File: config.mk
export PLATFORM = sky130hd
export DESIGN_NAME = cmt_timer_pair
export DESIGN_NICKNAME = d
export VERILOG_FILES = /design/src/rtl/cmt_pkg.sv /design/src/rtl/cmt_regif.sv /design/src/rtl/cmt_channel.sv /design/src/rtl/cmt_toggle_ff.sv /design/src/rtl/cmt_timer_pair.sv
export SDC_FILE = /design/constraint.sdc
export NUM_CORES = 1
export LEC_CHECK = 0
export ABC_CLOCK_PERIOD_IN_PS = 1600
export CAP_MARGIN = 20
export CORE_UTILIZATION = 58
export CTS_BUF_LIST = sky130_fd_sc_hd__clkbuf_4
export DETAILED_ROUTE_END_ITERATION = 10
export PLACE_DENSITY_LB_ADDON = 0.12
export REMOVE_ABC_BUFFERS = 1
export SLEW_MARGIN = 20
export SYNTH_ARGS = -nofsm -noshare
export SYNTH_HDL_FRONTEND = slang
export SYNTH_SLANG_ARGS = --single-unit
File: constraint.sdc
create_clock -name clk -period 1.6 [get_ports clk]
set_clock_uncertainty 0.05 [all_clocks]
set_input_delay 0.24 -clock clk [delete_from_list [all_inputs] [get_ports clk]]
set_output_delay 0.24 -clock clk [all_outputs]
set_load 0.1 [all_outputs]
File: src/rtl/cmt_pkg.sv
package cmt_pkg;

    // Flip-flop command codes carried in control bits [1:0]
    typedef enum logic [1:0] {
        FF_INV  = 2'b00,
        FF_SET  = 2'b01,
        FF_CLR  = 2'b10,
        FF_KEEP = 2'b11
    } ff_cmd_e;

    // Control register bit positions
    localparam int unsigned CTL_TOG_BIT = 2;
    localparam int unsigned CTL_SEL_LSB = 3;

endpackage

File: src/rtl/cmt_regif.sv
module cmt_regif
    import cmt_pkg::*;
#(
    parameter int unsigned N  = 2,
    parameter int unsigned W  = 8,
    parameter int unsigned AW = 3,
    parameter int unsigned SW = 1
) (
    input  logic                  clk,
    input  logic                  rst_n,
    input  logic                  wr_en,
    input  logic [AW-1:0]         wr_addr,
    input  logic [W-1:0]          wr_data,
    output logic [N-1:0][W-1:0]   tc,
    output logic [N-1:0]          run,
    output logic                  tog_en,
    output logic [SW-1:0]         sel,
    output logic                  cmd_vld,
    output ff_cmd_e               cmd
);

    localparam logic [AW-1:0] RUN_ADDR = AW'(N);
    localparam logic [AW-1:0] CTL_ADDR = AW'(N + 1);

    typedef struct packed {
        logic [N-1:0][W-1:0] tc;
        logic [N-1:0]        run;
        logic                tog_en;
        logic [SW-1:0]       sel;
    } regs_t;

    regs_t st_d, st_q;

    always_comb begin
        st_d    = st_q;
        cmd_vld = 1'b0;
        cmd     = FF_KEEP;
        if (wr_en) begin
            for (int i = 0; i < int'(N); i++) begin
                if (wr_addr == AW'(i)) begin
                    st_d.tc[i] = wr_data;
                end
            end
            if (wr_addr == RUN_ADDR) begin
                st_d.run = wr_data[N-1:0];
            end
            if (wr_addr == CTL_ADDR) begin
                st_d.tog_en = wr_data[CTL_TOG_BIT];
                st_d.sel    = wr_data[CTL_SEL_LSB +: SW];
                cmd_vld     = 1'b1;
                cmd         = ff_cmd_e'(wr_data[1:0]);
            end
        end
    end

    always_ff @(posedge clk) begin
        if (!rst_n) begin
            st_q <= '0;
        end else begin
            st_q <= st_d;
        end
    end

    assign tc     = st_q.tc;
    assign run    = st_q.run;
    assign tog_en = st_q.tog_en;
    assign sel    = st_q.sel;

endmodule

File: src/rtl/cmt_channel.sv
module cmt_channel #(
    parameter int unsigned W = 8
) (
    input  logic         clk,
    input  logic         rst_n,
    input  logic         run,
    input  logic         cnt_en,
    input  logic [W-1:0] tc,
    output logic         match_evt,
    output logic         irq
);

    typedef struct packed {
        logic [W-1:0] cnt;
        logic         irq;
    } chan_t;

    chan_t st_d, st_q;

    // A match only counts on an enabled strobe of a running channel
    assign match_evt = run && cnt_en && (st_q.cnt == tc);

    always_comb begin
        st_d     = st_q;
        st_d.irq = match_evt;
        if (!run) begin
            st_d.cnt = '0;
        end else if (cnt_en) begin
            st_d.cnt = match_evt ? '0 : st_q.cnt + 1'b1;
        end
    end

    always_ff @(posedge clk) begin
        if (!rst_n) begin
            st_q <= '0;
        end else begin
            st_q <= st_d;
        end
    end

    assign irq = st_q.irq;

endmodule

File: src/rtl/cmt_toggle_ff.sv
module cmt_toggle_ff
    import cmt_pkg::*;
#(
    parameter int unsigned N  = 2,
    parameter int unsigned SW = 1
) (
    input  logic          clk,
    input  logic          rst_n,
    input  logic          cmd_vld,
    input  ff_cmd_e       cmd,
    input  logic          tog_en,
    input  logic [SW-1:0] sel,
    input  logic [N-1:0]  match_evt,
    output logic          q
);

    typedef struct packed {
        logic q;
    } ff_t;

    ff_t  st_d, st_q;
    logic sel_hit;

    always_comb begin
        sel_hit = 1'b0;
        for (int i = 0; i < int'(N); i++) begin
            if (sel == SW'(i)) begin
                sel_hit = match_evt[i];
            end
        end
    end

    always_comb begin
        st_d = st_q;
        if (cmd_vld) begin
            unique case (cmd)
                FF_SET:  st_d.q = 1'b1;
                FF_CLR:  st_d.q = 1'b0;
                FF_INV:  st_d.q = ~st_q.q;
                FF_KEEP: st_d.q = st_q.q;
                default: st_d.q = st_q.q;
            endcase
        end else if (tog_en && sel_hit) begin
            st_d.q = ~st_q.q;
        end
    end

    always_ff @(posedge clk) begin
        if (!rst_n) begin
            st_q <= '0;
        end else begin
            st_q <= st_d;
        end
    end

    assign q = st_q.q;

endmodule

File: src/rtl/cmt_timer_pair.sv
module cmt_timer_pair
    import cmt_pkg::*;
#(
    parameter int unsigned N  = 2,
    parameter int unsigned W  = 8,
    parameter int unsigned AW = 3
) (
    input  logic          clk,
    input  logic          rst_n,
    input  logic          wr_en,
    input  logic [AW-1:0] wr_addr,
    input  logic [W-1:0]  wr_data,
    input  logic [N-1:0]  cnt_en,
    output logic [N-1:0]  irq,
    output logic          tmr_out
);

    localparam int unsigned SW = (N > 1) ? $clog2(N) : 1;

    logic [N-1:0][W-1:0] tc_q;
    logic [N-1:0]        run_q;
    logic                tog_en_q;
    logic [SW-1:0]       sel_q;
    logic                cmd_vld;
    ff_cmd_e             cmd;
    logic [N-1:0]        match_evt;

    cmt_regif #(.N(N), .W(W), .AW(AW), .SW(SW)) u_regif (
        .clk     (clk),
        .rst_n   (rst_n),
        .wr_en   (wr_en),
        .wr_addr (wr_addr),
        .wr_data (wr_data),
        .tc      (tc_q),
        .run     (run_q),
        .tog_en  (tog_en_q),
        .sel     (sel_q),
        .cmd_vld (cmd_vld),
        .cmd     (cmd)
    );

    for (genvar g = 0; g < int'(N); g++) begin : g_chan
        cmt_channel #(.W(W)) u_chan (
            .clk       (clk),
            .rst_n     (rst_n),
            .run       (run_q[g]),
            .cnt_en    (cnt_en[g]),
            .tc        (tc_q[g]),
            .match_evt (match_evt[g]),
            .irq       (irq[g])
        );
    end

    cmt_toggle_ff #(.N(N), .SW(SW)) u_ff (
        .clk       (clk),
        .rst_n     (rst_n),
        .cmd_vld   (cmd_vld),
        .cmd       (cmd),
        .tog_en    (tog_en_q),
        .sel       (sel_q),
        .match_evt (match_evt),
        .q         (tmr_out)
    );

endmodule

==> results of run 1 <==
layer usage:
layer	track usage	routed length, µm	vias to the layer above	share of wire
met5	0	0	-	0
met4	0.105	64	0	0.016
met3	0.0853	221	7	0.054
met2	0.471	1980	39	0.49
met1	0.317	1810	717	0.44
li1	-	-	750	-
kinds of logic (layout without fill, tap and decap cells):
group                      after synthesis  count (layout)  synth area share
and+or+nand+nor                         97              97             0.261
xor gates and xnor gates                30              30             0.151
AOI/OAI and AO/OA                       21              21            0.0662
muxes                                    6               6            0.0345
DFF                                     39              39             0.449
adders and majority gates                2               2            0.0144
buffers and inverters                    8              46            0.0237
timing repair:
action                     in CTS  in global routing
buffers inserted                0                  0
resized for setup               0                  5
setup endpoints to repair       0                  9
critical path: stages:
cell,delay (ns)
clkdlybuf4s50_1,0.54
nand2_2,0.09
nor4_4,0.30
nand4_1,0.18
a21oi_2,0.20
mux2i_1,0.19
stage by stage:
stage / hold slack, ns / total power, mW
2_1_floorplan: 0.326 / 1.07
3_3_place_gp: 0.408 / 1.15
3_5_place_dp: 0.410 / 1.16
4_1_cts: 0.415 / 1.79
5_1_grt: 0.429 / 1.84
6_report: 0.426 / 1.79
path summary, 6_finish.rpt:
path | slack [ns] | endpoint | cells past startpoint
hold reg to reg | 0.43 | u_regif.tc[9] | 2
setup reg to reg | 0.10 | u_ff.q | 5
hold / removal | 0.43 | u_regif.tc[9] | 2
setup / recovery | 0.09 | u_ff.q | 6
state kept, by name (all words and copies together), names as in the netlist:
signal,flops
u_regif.tog_en,1
u_regif.tc,16
u_regif.run,2
g_chan.u_chan.irq,2
u_ff.q,1
g_chan.u_chan.st_q,16
u_regif.sel,1
cell type report:
class / count / share of cell area
clock buffers: 5 / 0.0172
clock inverters: 3 / 0.0177
inverters: 1 / 0.00172
multi-input cells: 156 / 0.427
flip-flops and latches: 39 / 0.358
well taps: 31 / 0.0177
repair buffers: 37 / 0.161
cells in the final DEF (no fill, tap or decap), types with 3 or more instances in the layout:
cell | Yosys | routed
nand4_1 | 6 | 6
nand2_1 | 42 | 42
dfxtp_1 | 39 | 37
buf_4 | 3 | 19
a21oi_1 | 17 | 17
clkbuf_4 | 0 | 5
clkdlybuf4s50_1 | 0 | 15
nand3_1 | 4 | 4
xnor2_1 | 6 | 6
buf_12 | 0 | 3
nor2_1 | 27 | 27
mux2i_1 | 6 | 6
xor2_1 | 24 | 24
power groups by stage:
| stage | Sequential (mW) | Clock [mW] | Combinational [mW] |
|---|---|---|---|
| 6_report | 0.992 | 0.648 | 0.148 |
| 3_3_place_gp | 1.01 | 0 | 0.139 |
| 4_1_cts | 0.992 | 0.650 | 0.145 |
| 5_1_grt | 0.994 | 0.683 | 0.160 |
| 3_5_place_dp | 1.01 | 0 | 0.144 |
| 2_1_floorplan | 1.02 | 0 | 0.0493 |
==> metrics.txt, run 1 <==
maximum capacitance violations=0; crit path max fanout=4; f_max=between 600 and 700 MHz; most common flop cell mapped by yosys=dfxtp_1; Via Count=about 1500; Hold/Removal Path Class=reg2reg; Comb pwr share=0.083; GP Congestion=a little over 0.8; Core ar.=roughly 2800 µm²; CTS tree=done; clk sink count=39; post-DP HPWL=between 3 and 4 mm; WL final=just over 4 mm; grt total ovfl=0; critical path type=in2reg; DR pass1 iterations=7; final instance area=2190 µm²; Max clock buf depth=2; Reg-to-Reg Start=u_regif.tc[8]; sequential power share=0.555; Synth cell types=31; post-synth top area share=0.449; Final min period=1.51 ns; Warnings, synthesis=0; multi-input logic area=a little over 900 µm²; min-delay src=u_regif.tc[9]; DR WL/cell=15.0 µm; fin cells=272; DP Worst Slack=-0.283 ns; NetSw=between 0.4 and 0.5 mW; Slew headroom=0.544; Final Setup Violations=0; Worst Tran Pin Value=~0.68 ns; Setup crit start=cnt_en[1]; final core utilization=0.780; pins over their slew limit=0; Cell Area, Synth=between 1500 and 2000 µm²; Seq. cell area=about 780 µm²; Starting Density=0.620; Die W=approximately 57 µm; Seq/Total Area, Yosys=0.449; area growth from synthesis to layout=25.8%; layout cells sized above 1=0.174; outcome=finished with violations; Arrival @ worst endpoint=~1.8 ns; clock latency on the worst-skew pair=approximately 0.36 ns; Sum Neg Setup Slack=0 ns; Via density=around 5.6; CTS buffer count=5; global-route usage over all layers=0.274; Sw Ratio=0.229; fin crit share=0.942; post-route ant nets=0; synthesis-stage register bit count=39; Area after DPL=2090 µm²; count leader, synth=nand2_1; CP Launch Type=input port; DRC violations left=2; fillers=approximately 210; Post-synth EDFFs=0; pin count of the biggest net entering global routing=23; initial antenna violation count=0; Clock power frac=0.362; total power density per cell area=around 820 nW/µm²; Max H-tree Level=2; P_int=1.38 mW; violated checks=DRC; first-pass GRT wire length=about 6.6 mm; Gate Count Post-Synth=a little over 200; ANT cells=0; leakage=0.882 nW; top cells by area, synth=dfxtp_1 45%, xor2_1 12%, nand2_1 9.1%; initial drt markers=67; Clock transition at path regs=0.11 ns; Post-CTS Hold Buffers=0; CP Data Required Time=1.84 ns; DIE AREA=between 3000 and 4000 µm²; Yosys top cell by area=dfxtp_1; RSZ-0062 raised after global routing=no; Peak VDD IR=slightly above 0.6 mV; Port Buffers=18; final worst slack=about 0.092 ns; endpoints failing hold=0; post-synthesis async set-or-reset flop share=0; Root Buffer=clkbuf_4; vias in the first global route=around 1500; # rows=19; syn avg cell area=~8.6 µm²; chip height=about 57 µm; Synth top cells by count=42 x nand2_1, 39 x dfxtp_1, 27 x nor2_1, 24 x xor2_1, 17 x a21oi_1; layout net count=between 200 and 300; Critical Path End Type=flip-flop; IO Pins=19; dpl cells=264
(Power assumes the default switching activity.)
==> run 2, diff against run 1 <==
--- a/config.mk
+++ b/config.mk
@@ -10,8 +10,10 @@
 export CORE_UTILIZATION = 58
 export CTS_BUF_LIST = sky130_fd_sc_hd__clkbuf_4
 export DETAILED_ROUTE_END_ITERATION = 10
+export MAX_ROUTING_LAYER = met4
 export PLACE_DENSITY_LB_ADDON = 0.12
 export REMOVE_ABC_BUFFERS = 1
+export SKIP_CTS_REPAIR_TIMING = 1
 export SLEW_MARGIN = 20
 export SYNTH_ARGS = -nofsm -noshare
 export SYNTH_HDL_FRONTEND = slang
==> metrics.txt, run 2 (synthesis results as in run 1) <==
maximum capacitance violations=0 (unchanged); Setup crit start=cnt_en[1] (unchanged); CP Launch Type=input port (unchanged); grt total ovfl=0 (unchanged); first-pass GRT wire length=6.58 mm (was 6.57 mm); vias in the first global route=1535 (unchanged); Via density=5.61 (was 5.56); Clock transition at path regs=0.12 ns (was 0.11 ns); max incr delay on CP=0.54 ns (about the same); endpoints failing hold=0 (unchanged); Port Buffers=18 (unchanged); Worst Tran Pin Value=0.681 ns (was 0.684 ns); Total Power=1.78 mW (was 1.79 mW); Core ar.=2810 µm² (unchanged); fin crit share=0.949 (was 0.942); final instance area=2190 µm² (unchanged); Final Setup Violations=0 (unchanged); RSZ-0062 raised after global routing=no (unchanged); Slew headroom=0.545 (was 0.544); Buf/Inv on CP=1 (unchanged); fin cells=272 (unchanged); R2R cell count=5 (unchanged); Worst path depth=6 (unchanged); Peak VDD IR=0.613 mV (was 0.615 mV); reg-to-reg endpoint=u_ff.q (unchanged); Die W=56.8 µm (unchanged); area growth from synthesis to layout=25.8% (unchanged); Starting Density=0.620 (unchanged); cell family with most CP delay=simple AND/OR/NAND/NOR gates (unchanged); CP Cell Sequence=clkdlybuf4s50_1, nand2_2, nor4_4, nand4_1, a21oi_2, mux2i_1 (unchanged); CP Data Required Time=1.83 ns (was 1.84 ns); initial antenna violation count=0 (unchanged); IO Pins=19 (unchanged); DRC violations left=2 (unchanged); initial drt markers=70 (was 67); DR WL/cell=14.8 µm (was 15.0 µm); clk sink count=39 (unchanged); critical path type=in2reg (unchanged); pins over their slew limit=0 (unchanged); dpl cells=264 (unchanged); Max H-tree Level=2 (unchanged); Via Count=1525 (was 1513); layout cells sized above 1=0.174 (unchanged); pin count of the biggest net entering global routing=23 (unchanged); f_max=659 MHz (was 663 MHz); min-delay src=wr_data[7] (was u_regif.tc[9]); fillers=214 (unchanged); leakage=0.882 nW (unchanged); ANT cells=0 (unchanged); WL final=4.04 mm (was 4.07 mm); GP Congestion=0.820 (was 0.808); violated checks=DRC (unchanged); Hold/Removal Path Class=in2reg (was reg2reg); global-route usage over all layers=0.282 (was 0.274); most frequent cells in the layout=42 x nand2_1, 37 x dfxtp_1, 27 x nor2_1 (unchanged); Slowest cell on crit path=clkdlybuf4s50_1 (unchanged); crit path capture=u_ff.q (unchanged); post-route ant nets=0 (unchanged); CTS buffer count=5 (unchanged); chip height=56.8 µm (unchanged); commonest non-fill, non-tap cell in the layout=nand2_1 (unchanged); Reg2Reg Setup Slack=0.10 ns (about the same); DR pass1 iterations=7 (unchanged); total power density per cell area=815 nW/µm² (was 817 nW/µm²); Reg-to-Reg Start=u_regif.tc[8] (unchanged); Arrival @ worst endpoint=1.75 ns (about the same); DIE AREA=3220 µm² (unchanged); Final min period=1.52 ns (was 1.51 ns); Max clock buf depth=2 (unchanged); layout net count=258 (unchanged); Seq. cell area=783 µm² (unchanged); Critical Path End Type=flip-flop (unchanged); outcome=finished with violations (unchanged); crit path max fanout=4 (unchanged); clock latency on the worst-skew pair=0.35 ns (was 0.36 ns); Area after DPL=2090 µm² (unchanged); # rows=19 (unchanged); post-DP HPWL=3.01 mm (unchanged); Sum Neg Setup Slack=0 ns (unchanged); multi-input logic area=933 µm² (unchanged); Root Buffer=clkbuf_4 (unchanged); CTS tree=done (unchanged)
-- run 2: cell counts in the layout (fill, tap and decap cells not counted) --
No cell type changed its count.
-- run 2: power by group --
| group | switching, mW | leakage, nW | internal [mW] |
|---|---|---|---|
| Combinational | 0.0732 | 0.524 | 0.0748 |
| Sequential | 0.00980 | 0.316 | 0.982 |
| Clock | 0.322 | 0.0426 | 0.321 |
| Total | 0.405 | 0.882 | 1.38 |
-- run 2: worst min-delay path by stage --
stage,depth (start not counted),slack (ns),endpoint
4_1_cts,3,0.41,u_regif.tc[7]
6_report,3,0.42,u_regif.tc[7]
2_1_floorplan,2,0.33,u_regif.tc[0]
3_3_place_gp,2,0.41,u_regif.tc[15]
3_5_place_dp,2,0.41,u_regif.tc[10]
5_1_grt,3,0.43,u_regif.tc[7]
-- run 2: tightest hold or removal path, delay by kind of cell --
kind	cells	cell delay (ns)
buf+inv	1	0.43
simple gates	1	0.07
compound gates	1	0.05
-- run 2: area by class of cell --
class / instances / area share
Tap cell: 31 / 0.0177
Sequential cell: 39 / 0.358
Timing Repair Buffer: 37 / 0.161
Clock inverter: 3 / 0.0177
Inverter: 1 / 0.00172
Clock buffer: 5 / 0.0172
Multi-Input combinational cell: 156 / 0.427
-- run 2: per-stage QoR --
stage	util	hold slack (ns)	setup slack, ns
6_report	0.780	0.420	0.0815
2_1_floorplan	-	0.326	-0.00100
3_5_place_dp	0.746	0.410	-0.283
5_1_grt	0.780	0.429	0.0199
3_3_place_gp	0.746	0.408	-0.174
4_1_cts	0.773	0.415	0.0276
-- run 2: per-layer routing --
metal	global-route usage	part of all wire
met1	0.317	0.44
met2	0.471	0.49
met3	0.0853	0.056
met4	0.105	0.013
met5	-	0
